===== config.mk =====
export PLATFORM = sky130hd
export DESIGN_NAME = xlat_cache
export DESIGN_NICKNAME = d
export VERILOG_FILES = /design/src/rtl/xlat_pkg.sv /design/src/rtl/xlat_cam_match.sv /design/src/rtl/xlat_first_one.sv /design/src/rtl/xlat_victim.sv /design/src/rtl/xlat_cache.sv
export SDC_FILE = /design/constraint.sdc
export NUM_CORES = 1
export LEC_CHECK = 0
export BUFFER_PORTS_ARGS = -buffer_cell sky130_fd_sc_hd__buf_2
export CORE_MARGIN = 2
export CORE_UTILIZATION = 40
export CTS_CLUSTER_DIAMETER = 100
export DETAILED_ROUTE_END_ITERATION = 16
export PLACE_DENSITY = 0.56
export SYNTH_ARGS = -nofsm -noshare
export SYNTH_HDL_FRONTEND = slang
export SYNTH_SLANG_ARGS = --single-unit

===== constraint.sdc =====
create_clock -name clk -period 2.7 [get_ports clk]
set_input_delay 0.135 -clock clk [delete_from_list [all_inputs] [get_ports clk]]
set_output_delay 0.135 -clock clk [all_outputs]
set_load 0.02 [all_outputs]

===== src/rtl/xlat_pkg.sv =====
package xlat_pkg;

   // Per-entry permission and state flags kept beside each tag.
   typedef struct packed {
      logic user;
      logic writable;
      logic dirty;
      logic global_map;
   } xlat_flags_t;

endpackage


===== src/rtl/xlat_cam_match.sv =====
module xlat_cam_match #(
   parameter int ENTRIES = 8,
   parameter int VPN_W   = 20
) (
   input  logic [ENTRIES-1:0]            valid,
   input  logic [ENTRIES-1:0][VPN_W-1:0] tags,
   input  logic [VPN_W-1:0]              key,
   output logic [ENTRIES-1:0]            hit
);

   // One comparator per slot, all evaluated in parallel.
   for (genvar g = 0; g < ENTRIES; g++) begin : g_cmp
      assign hit[g] = valid[g] && (tags[g] == key);
   end

endmodule


===== src/rtl/xlat_first_one.sv =====
module xlat_first_one #(
   parameter int N     = 8,
   parameter int IDX_W = 3
) (
   input  logic [N-1:0]     vec,
   output logic             found,
   output logic [IDX_W-1:0] idx
);

   // Lowest set bit wins.
   always_comb begin
      found = 1'b0;
      idx   = '0;
      for (int i = N - 1; i >= 0; i--) begin
         if (vec[i]) begin
            found = 1'b1;
            idx   = IDX_W'(i);
         end
      end
   end

endmodule


===== src/rtl/xlat_victim.sv =====
module xlat_victim #(
   parameter int ENTRIES = 8,
   parameter int IDX_W   = 3
) (
   input  logic               clk,
   input  logic               rst_n,
   input  logic [ENTRIES-1:0] valid,
   input  logic               advance,
   output logic               free_found,
   output logic [IDX_W-1:0]   victim
);

   logic [IDX_W-1:0] free_idx;
   logic [IDX_W-1:0] ptr_q;

   xlat_first_one #(.N(ENTRIES), .IDX_W(IDX_W)) i_free (
      .vec   (~valid),
      .found (free_found),
      .idx   (free_idx)
   );

   always_ff @(posedge clk) begin
      if (!rst_n) begin
         ptr_q <= '0;
      end else if (advance) begin
         ptr_q <= (ptr_q == IDX_W'(ENTRIES - 1)) ? '0 : ptr_q + 1'b1;
      end
   end

   assign victim = free_found ? free_idx : ptr_q;

   // Pointer never leaves the slot range.
   assert_ptr_in_range_R5: assert property (@(posedge clk) disable iff (!rst_n)
      ptr_q <= IDX_W'(ENTRIES - 1));

   // Pointer moves only when a stored entry is displaced.
   assert_ptr_moves_on_evict_R5: assert property (@(posedge clk) disable iff (!rst_n)
      !advance |=> $stable(ptr_q));

endmodule


===== src/rtl/xlat_cache.sv =====
module xlat_cache
   import xlat_pkg::*;
#(
   parameter int ENTRIES = 8,
   parameter int VPN_W   = 20,
   parameter int PFN_W   = 20
) (
   input  logic             clk,
   input  logic             rst_n,
   input  logic [VPN_W-1:0] lk_vpn,
   input  logic             lk_write,
   output logic             lk_hit,
   output logic [PFN_W-1:0] lk_pfn,
   output logic             lk_user,
   output logic             lk_writable,
   output logic             lk_dirty,
   input  logic             fill_en,
   input  logic [VPN_W-1:0] fill_vpn,
   input  logic [PFN_W-1:0] fill_pfn,
   input  logic             fill_user,
   input  logic             fill_writable,
   input  logic             fill_dirty,
   input  logic             fill_global,
   input  logic             flush_en,
   input  logic             inv_en,
   input  logic [VPN_W-1:0] inv_vpn
);

   localparam int IDX_W = (ENTRIES > 1) ? $clog2(ENTRIES) : 1;

   if (ENTRIES < 2) begin : g_bad_entries
      $error("xlat_cache: ENTRIES must be at least 2");
   end
   if (VPN_W < 1 || PFN_W < 1) begin : g_bad_width
      $error("xlat_cache: page and frame widths must be positive");
   end

   logic [ENTRIES-1:0]            valid_q;
   logic [ENTRIES-1:0][VPN_W-1:0] tag_q;
   logic [ENTRIES-1:0][PFN_W-1:0] pfn_q;
   xlat_flags_t                   flags_q [ENTRIES];
   logic [ENTRIES-1:0]            glob_q;

   logic [ENTRIES-1:0] lk_match, fill_match, inv_match;
   logic               lk_found, fill_present, free_found;
   logic [IDX_W-1:0]   lk_idx, fill_idx, victim_idx, slot;
   logic               fill_commit, advance;

   // ---------------- tag compare ----------------
   xlat_cam_match #(.ENTRIES(ENTRIES), .VPN_W(VPN_W)) i_cmp_lk (
      .valid (valid_q), .tags (tag_q), .key (lk_vpn), .hit (lk_match)
   );
   xlat_cam_match #(.ENTRIES(ENTRIES), .VPN_W(VPN_W)) i_cmp_fill (
      .valid (valid_q), .tags (tag_q), .key (fill_vpn), .hit (fill_match)
   );
   xlat_cam_match #(.ENTRIES(ENTRIES), .VPN_W(VPN_W)) i_cmp_inv (
      .valid (valid_q), .tags (tag_q), .key (inv_vpn), .hit (inv_match)
   );

   xlat_first_one #(.N(ENTRIES), .IDX_W(IDX_W)) i_enc_lk (
      .vec (lk_match), .found (lk_found), .idx (lk_idx)
   );
   xlat_first_one #(.N(ENTRIES), .IDX_W(IDX_W)) i_enc_fill (
      .vec (fill_match), .found (fill_present), .idx (fill_idx)
   );

   // ---------------- fill arbitration and slot choice ----------------
   assign fill_commit = fill_en && !flush_en && !inv_en;
   assign advance     = fill_commit && !fill_present && !free_found;
   assign slot        = fill_present ? fill_idx : victim_idx;

   xlat_victim #(.ENTRIES(ENTRIES), .IDX_W(IDX_W)) i_victim (
      .clk        (clk),
      .rst_n      (rst_n),
      .valid      (valid_q),
      .advance    (advance),
      .free_found (free_found),
      .victim     (victim_idx)
   );

   // ---------------- entry storage ----------------
   for (genvar g = 0; g < ENTRIES; g++) begin : g_entry
      logic wr_this, kill;
      assign wr_this   = fill_commit && (slot == IDX_W'(g));
      assign kill      = (flush_en && !flags_q[g].global_map) || (inv_en && inv_match[g]);
      assign glob_q[g] = flags_q[g].global_map;

      always_ff @(posedge clk) begin
         if (!rst_n) begin
            valid_q[g] <= 1'b0;
         end else if (kill) begin
            valid_q[g] <= 1'b0;
         end else if (wr_this) begin
            valid_q[g] <= 1'b1;
         end
      end

      always_ff @(posedge clk) begin
         if (!rst_n) begin
            tag_q[g]   <= '0;
            pfn_q[g]   <= '0;
            flags_q[g] <= '0;
         end else if (wr_this) begin
            tag_q[g]   <= fill_vpn;
            pfn_q[g]   <= fill_pfn;
            flags_q[g] <= '{user: fill_user, writable: fill_writable,
                            dirty: fill_dirty, global_map: fill_global};
         end
      end
   end

   // ---------------- lookup result ----------------
   always_comb begin
      lk_pfn      = '0;
      lk_user     = 1'b0;
      lk_writable = 1'b0;
      lk_dirty    = 1'b0;
      if (lk_found) begin
         lk_pfn      = pfn_q[lk_idx];
         lk_user     = flags_q[lk_idx].user;
         lk_writable = flags_q[lk_idx].writable;
         lk_dirty    = flags_q[lk_idx].dirty;
      end
   end

   // A write through a clean or read-only entry goes back to the walker.
   assign lk_hit = lk_found && !(lk_write && !(lk_dirty && lk_writable));

   // ---------------- assertions ----------------
   assert_reset_empty_R1: assert property (@(posedge clk)
      !rst_n |=> (valid_q == '0));

   assert_fill_lands_R2: assert property (@(posedge clk) disable iff (!rst_n)
      fill_commit |=> valid_q[$past(slot)]);

   assert_write_needs_rights_R3: assert property (@(posedge clk) disable iff (!rst_n)
      (lk_hit && lk_write) |-> (lk_dirty && lk_writable));

   assert_single_match_R4: assert property (@(posedge clk) disable iff (!rst_n)
      $onehot0(lk_match));

   assert_flush_keeps_global_R6: assert property (@(posedge clk) disable iff (!rst_n)
      (flush_en && !inv_en) |=> (valid_q == ($past(valid_q) & $past(glob_q))));

   assert_inv_clears_R7: assert property (@(posedge clk) disable iff (!rst_n)
      inv_en |=> ((valid_q & $past(inv_match)) == '0));

   assert_maint_beats_fill_R8: assert property (@(posedge clk) disable iff (!rst_n)
      (flush_en || inv_en) |=> ($countones(valid_q) <= $past($countones(valid_q))));

endmodule


# ---- After elaboration in Yosys (flattened, before gate mapping)
# Memories as Yosys holds them, arrays and structs flattened.
# Cells that the tools add are included.
dict set report word_totals {
  mem_bits_rw 32
  in_bits 90
  memories 1
  register_bits 331
  elab_cells 246
  output_inout_bits 24
}
# name depth word_bits rd rd_clocked_by_memory_dff wr line_no
set memory_table {}
lappend memory_table {flags_q 8 4 9 0 8 xlat_cache.sv:41} ;# xlat_flags_t flags_q [ENTRIES];
dict set report op_classes {
  eq_ne 32
  n_lt_le_gt_ge 1
  reduce_logical 86
  mux 90
  n_addsub 1
  bitwise 10
}
# cell count
set op_table {}
lappend op_table {{== test 20 bit} 24}
lappend op_table {{two-way mux 3 bit} 27}
lappend op_table {{binary-select mux 20 bit (select 3 bit)} 1}
lappend op_table {{logical AND 1 bit} 55}
lappend op_table {{two-way mux 1 bit} 52}
lappend op_table {{two-way mux 20 bit} 2}
lappend op_table {{two-way mux 4 bit} 8}
lappend op_table {{OR reduction 2 bit} 8}
lappend op_table {{== test 3 bit, second input constant} 5}
lappend op_table {{zero test 1 bit} 14}
lappend op_table {{logical OR 1 bit} 8}
lappend op_table {{inverter 8 bit} 1}
lappend op_table {{OR 1 bit} 8}
lappend op_table {{== test 3 x 2 -> 1 bit, second input constant} 2}
lappend op_table {{less-than comparator 3 x 4 -> 1 bit, second input constant} 1}
lappend op_table {{adder 3 x 1 -> 3 bit, second input constant} 1}
lappend op_table {{== test 3 x 1 -> 1 bit, second input constant} 1}
lappend op_table {{zero test 3 bit} 1}
lappend op_table {{inverter 1 bit} 1}

# ---- Longest topological paths before layout
dict set report depth {
  depth_word 17
  depth_mapped 14
}

# ---- Cells and area by module
# Synthesis repeated with hierarchy kept, for this count alone.
dict set report hier_totals {
  cells_unflattened 1774
  area_unflattened_um2 19505.0
}
# module cells_per_inst instances seq_area_each_um2 area_per_inst_um2
set modules_own_cells {}
lappend modules_own_cells {xlat_cache 1004 1 7527.2 13066.3}
lappend modules_own_cells {xlat_cam_match 236 3 0.0 1996.9}
lappend modules_own_cells {xlat_first_one 13 3 0.0 80.1}
lappend modules_own_cells {xlat_victim 23 1 60.1 207.7}

# ---- Worst setup path after synthesis
# No wires, ideal clock.
dict set report synth_path {
  path_type {reg-to-output}
  from {register tag_q[28] (netlist name)}
  to {output lk_hit}
  path_buffers 1
  t_arrival_ps 2686
  path_stages_with_launch 12
  required_ps 2565
  setup_slack_ps -121
  path_cell_list {dfxtp_1 -> xor2_1 -> nor4_1 -> nand4_1 -> nor4_4 -> a41oi_2 -> and2_1 -> buf_6 -> o211a_1 -> a221oi_2 -> o22ai_1 -> a21oi_1}
}
dict set report synth_via {
  elab_chain_len 11
  word_cells_on_any_way 14
  cone_classes {eq/ne: 1; mux: 6; reduce/logical: 6; memory: 1}
}
# item line_no
set synth_lines {}
lappend synth_lines {{start, declared} xlat_cache.sv:39} ;# logic [ENTRIES-1:0][VPN_W-1:0] tag_q;
lappend synth_lines {{start signal, assigned by index} xlat_cache.sv:104} ;# tag_q[g] <= fill_vpn;
lappend synth_lines {{== test 20 bit (*)} xlat_cam_match.sv:13} ;# assign hit[g] = valid[g] && (tags[g] == key);
lappend synth_lines {{logical AND 1 bit (*)} xlat_cam_match.sv:13}
lappend synth_lines {{two-way mux 3 bit (2 in series)} xlat_first_one.sv:15} ;# if (vec[i]) begin
lappend synth_lines {{memory read (8 x 4 bit)} -}
lappend synth_lines {{two-way mux 1 bit} xlat_cache.sv:118} ;# if (lk_found) begin
lappend synth_lines {{logical AND 1 bit} xlat_cache.sv:127} ;# assign lk_hit = lk_found && !(lk_write && !(lk_dirty && lk_writable));
lappend synth_lines {{zero test 1 bit} xlat_cache.sv:127}
lappend synth_lines {{logical AND 1 bit} xlat_cache.sv:127}
lappend synth_lines {{zero test 1 bit} xlat_cache.sv:127}
lappend synth_lines {{logical AND 1 bit (*)} xlat_cache.sv:127}
lappend synth_lines {{end, declared} xlat_cache.sv:12} ;# output logic lk_hit,
# Every way passes the cells marked *; elsewhere a longest branch is shown, timed or not.

# ---- Final worst setup path
dict set report layout_path {
  from {register tag_q[134] (netlist name)}
  to {output lk_writable}
}
dict set report layout_via {
  elab_chain_len 11
  word_cells_on_any_way 18
  cone_classes {eq/ne: 1; mux: 15; reduce/logical: 1; memory: 1}
}
# item line_no
set layout_lines {}
lappend layout_lines {{== test 20 bit (*)} xlat_cam_match.sv:13}
lappend layout_lines {{logical AND 1 bit (*)} xlat_cam_match.sv:13}
lappend layout_lines {{two-way mux 3 bit (7 in series)} xlat_first_one.sv:15}
lappend layout_lines {{memory read (8 x 4 bit)} -}
lappend layout_lines {{two-way mux 1 bit (*)} xlat_cache.sv:118}
lappend layout_lines {{end, declared} xlat_cache.sv:15} ;# output logic lk_writable,
# Marked as above.

==> results_dict.tcl <==
set metrics [dict create \
    drv_slew 0 \
    synth_area_leaders "dfxtp_1, mux2i_1, xnor2_1, nor2b_1, xor2_1" \
    path_class "flip-flop to output port" \
    synth_edf_count 32 \
    dp_cells 3276 \
    tightestPinTransition_ns 0.6551 \
    nFillCells 4711 \
    dr_wl_met2_um 39780 \
    io_pins 114 \
    min_period_over_period_pct 141.4 \
    core_um2 53920 \
    seq_power_share_pct 41.2 \
    syn2layout_area_growth_pct 36.86 \
    antenna_found_initial 1 \
    avgSynthCellArea_um2 9.751 \
    min_path_type "input pin to flip-flop" \
    cts.clk_slew.worst_paths_ns 0.05 \
    ys_types 65 \
    swShare_pct 26.59 \
    drt-wirelength-per-cell_um 25.73 \
    violations "setup timing" \
    fmax_mhz 262.0 \
    drt-met1-wl_um 36920 \
    cp_max_fo 6 \
    synthArstFlopShare_pct 0 \
    reg2regPathDepth 15 \
    worstReg2RegEnd "pfn_q[20]$_SDFFE_PN0P_" \
    syn-instance-count 2242 \
    cp-end-kind "output port" \
    rsz0062_at_grt "yes" \
    grt_pass1_vias 18950 \
    numClockSinks 363 \
    cp_data_required_time_ns 2.57 \
    highest_layer "met4" \
    cp_data_arrival_time_ns 3.68 \
    powerDensity_nw_per_um2 445.7 \
    synth_top_area_share_pct 30.31 \
    wl_um 88550 \
    cts_tree "done" \
    wl_met3_um 5997 \
    clock_latency_ns 0.61 \
    outcome "complete, but fails checks" \
    ctsRootBufferMaster "clkbuf_16" \
    seq_area_frac_synth_pct 34.71 \
    gp_congestion 1.008 \
    syn_nets 2334 \
    die_h_um 237.8 \
    fin_hold_ws_ns 0.03841 \
    grt_pass1_wl_um 126800 \
    finalSetupViolations 414 \
    min_to "tag_q[93]$_SDFFE_PN0P_" \
    io_buffers 113 \
    stdcell_count 3442 \
    drt-initial-drc-count 1403 \
    drive_gt1_share_pct 30.38 \
    detail-route-antenna-nets 0 \
    layout.nets 2804 \
    switchingPower_mw 3.545 \
    clock_skew_ns 0.03347 \
    drc 0 \
    grt.overflow.total 0 \
    via_per_inst 5.458 \
    maxCapViolCount 0 \
    peakVddDrop_mv 0.4854 \
    dp_hpwl_um 61050 \
    hold_start "fill_vpn[13]" \
    yosysWarningCount 0 \
    min_period_ns 3.817 \
    rows 85 \
    setup_ws_ns -1.117 \
    synth_area_um2 21860 \
    dr_total_vias 18790 \
    p_leak_nw 13.19 \
    h-tree-depth 2 \
    hold_violations 0 \
    fp.dieArea_um2 56540 \
    firstDrtPassIters 5 \
    clock_path_buffers 3 \
    yosys_register_bits 363 \
    p_comb_share_pct 12.7 \
    cts_made_buffers 44 \
    clkPwrFrac_pct 46.2 \
    intPower_mw 9.790 \
    grt.total_usage_pct 30.61 \
    start_kind "flip-flop" \
    dpl_worst_slack_ns -0.8326 \
    r2r_slack_ns -0.41 \
    synth_top_flop_cell "dfxtp_1" \
    initial_core_util_pct 40.54 \
    hold_depth 3 \
    slew_headroom_pct 56.33 \
    synth_top_area_cell "dfxtp_1" \
    r2r_start "tag_q[113]$_SDFFE_PN0P_" \
    dieWidth_um 237.8 \
    finalPower_mw 13.34 \
    grt_max_degree 132 \
]
==> final cells by class <==
class	count	area [µm²]	share of cell area (%)
multi-input combinational	1660	13920	46.52
inverter	12	45.04	0.1506
antenna	1	2.502	0.008364
clock buffer	68	1373	4.588
sequential	363	7656	25.59
tap	696	870.8	2.911
timing repair buffer	631	5933	19.83
clock inverter	11	118.9	0.3973
==> Yosys cell counts, types with 4 or more instances <==
library cell / count
o21ai_0: 49
nand2_1: 58
nor4_1: 60
nand2b_1: 7
inv_1: 12
and3_1: 13
nor2b_1: 284
buf_6: 22
xnor2_1: 295
clkbuf_1: 95
buf_2: 67
xor2_1: 185
dfxtp_1: 331
a21boi_1: 40
nand4_1: 90
nor3_1: 13
nand3_1: 26
a21oi_1: 10
mux2i_1: 413
edfxtp_1: 32
o221ai_1: 5
a22o_1: 21
and4_1: 4
nor2_1: 30
buf_4: 24
==> worst max-delay path: stages, from the launching register on <==
cell,delay [ns]
dfxtp_1,0.36
xnor2_1,0.13
buf_4,0.15
nand4_1,0.14
buf_4,0.17
nor4_1,0.29
a22oi_2,0.14
o311ai_4,0.42
and2_4,0.33
mux2i_4,0.29
a221oi_4,0.10
buf_4,0.14
or2_1,0.26
buf_4,0.17
==> timing repair <==
item | 4_1_cts | 5_1_grt
buffers inserted | 26 | 16
gates cloned | 12 | 7
pin swaps | 31 | 42
setup endpoints to repair | 416 | 419
hold buffers | 29 | 1
endpoints found under the hold margin | 173 | 1
gates resized for setup | 141 | 107
==> how the worst max path moves through the flow <==
stage	startpoint	end	slack, ns	cells past startpoint
3_3_place_gp	lk_vpn[14]	lk_pfn[8]	-0.85	15
2_1_floorplan	tag_q[28]$_SDFFE_PN0P_	lk_hit	-0.02	11
6_report	tag_q[134]$_SDFFE_PN0P_	lk_writable	-1.12	13
5_1_grt	tag_q[89]$_SDFFE_PN0P_	lk_pfn[8]	-1.17	14
3_5_place_dp	lk_vpn[14]	lk_pfn[8]	-0.83	15
4_1_cts	tag_q[84]$_SDFFE_PN0P_	lk_pfn[8]	-1.11	14
==> per-layer routing <==
layer	up-vias	track usage (%)
li1	8612	-
met1	9179	38.78
met2	734	49.19
met3	263	5.423
met4	0	17.27
met5	-	0
==> power groups by stage <==
stage,sequential (mW),clock (mW),combinational [mW]
final,5.49,6.16,1.69
after global routing,5.49,6.45,1.74
after CTS,5.49,6.25,1.62
after detailed placement,5.61,0,1.51
after global placement,5.61,0,1.51
after floorplan,5.61,0,0.781
==> sequential cells by signal (all words and copies together) (netlist names) <==
name	flops
pfn_q	160
tag_q	160
flags_q	32
valid_q	8
i_victim.ptr_q	3
==> logic make-up after synthesis <==
| kind of cell | Yosys count | share of synthesized area (%) |
|---|---|---|
| muxes | 413 | 18.91 |
| DFF | 363 | 34.71 |
| buffers and inverters | 221 | 5.346 |
| AOI/OAI and AO/OA | 149 | 4.859 |
| adders and majority gates | 2 | 0.1145 |
| xor gates and xnor gates | 480 | 19.23 |
| and+or+nand+nor | 614 | 16.83 |
==> cells in the final DEF, fill, tap and decap left out, types with 6 or more instances in the layout <==
cell / netlist / layout
xnor2_1: 295 / 266
o21ai_1: 1 / 7
nand4_1: 90 / 90
dfxtp_1: 331 / 290
nor4_1: 60 / 43
buf_16: 0 / 9
nor2b_1: 284 / 283
xnor2_2: 0 / 24
o21ai_0: 49 / 41
and3_1: 13 / 10
nor2_1: 30 / 25
a21oi_2: 1 / 6
dfxtp_2: 0 / 34
clkbuf_16: 0 / 51
clkbuf_1: 95 / 7
dfxtp_4: 0 / 7
dlygate4sd3_1: 0 / 30
xor2_1: 185 / 184
clkinv_2: 0 / 7
buf_4: 24 / 374
mux2i_1: 413 / 399
a21boi_1: 40 / 39
edfxtp_1: 32 / 32
nand2_1: 58 / 55
clkbuf_8: 0 / 17
nor4_2: 2 / 14
nor3_1: 13 / 12
buf_6: 22 / 29
nor4_4: 2 / 7
buf_2: 67 / 103
buf_12: 0 / 77
nand3_1: 26 / 24
inv_1: 12 / 12
a22o_1: 21 / 21
mux2i_2: 0 / 11
==> stage by stage <==
stage	cell area [µm²]	setup TNS [ns]	util, %
finish	29920	-125.81	55.49
global route	29920	-157.74	55.48
CTS	29220	-138.40	54.19
detailed placement	26300	-251.14	48.77
global placement	26300	-248.70	48.77
floorplan	21860	-0.02052	-
No activity file was read; power rests on OpenSTA's default activity.
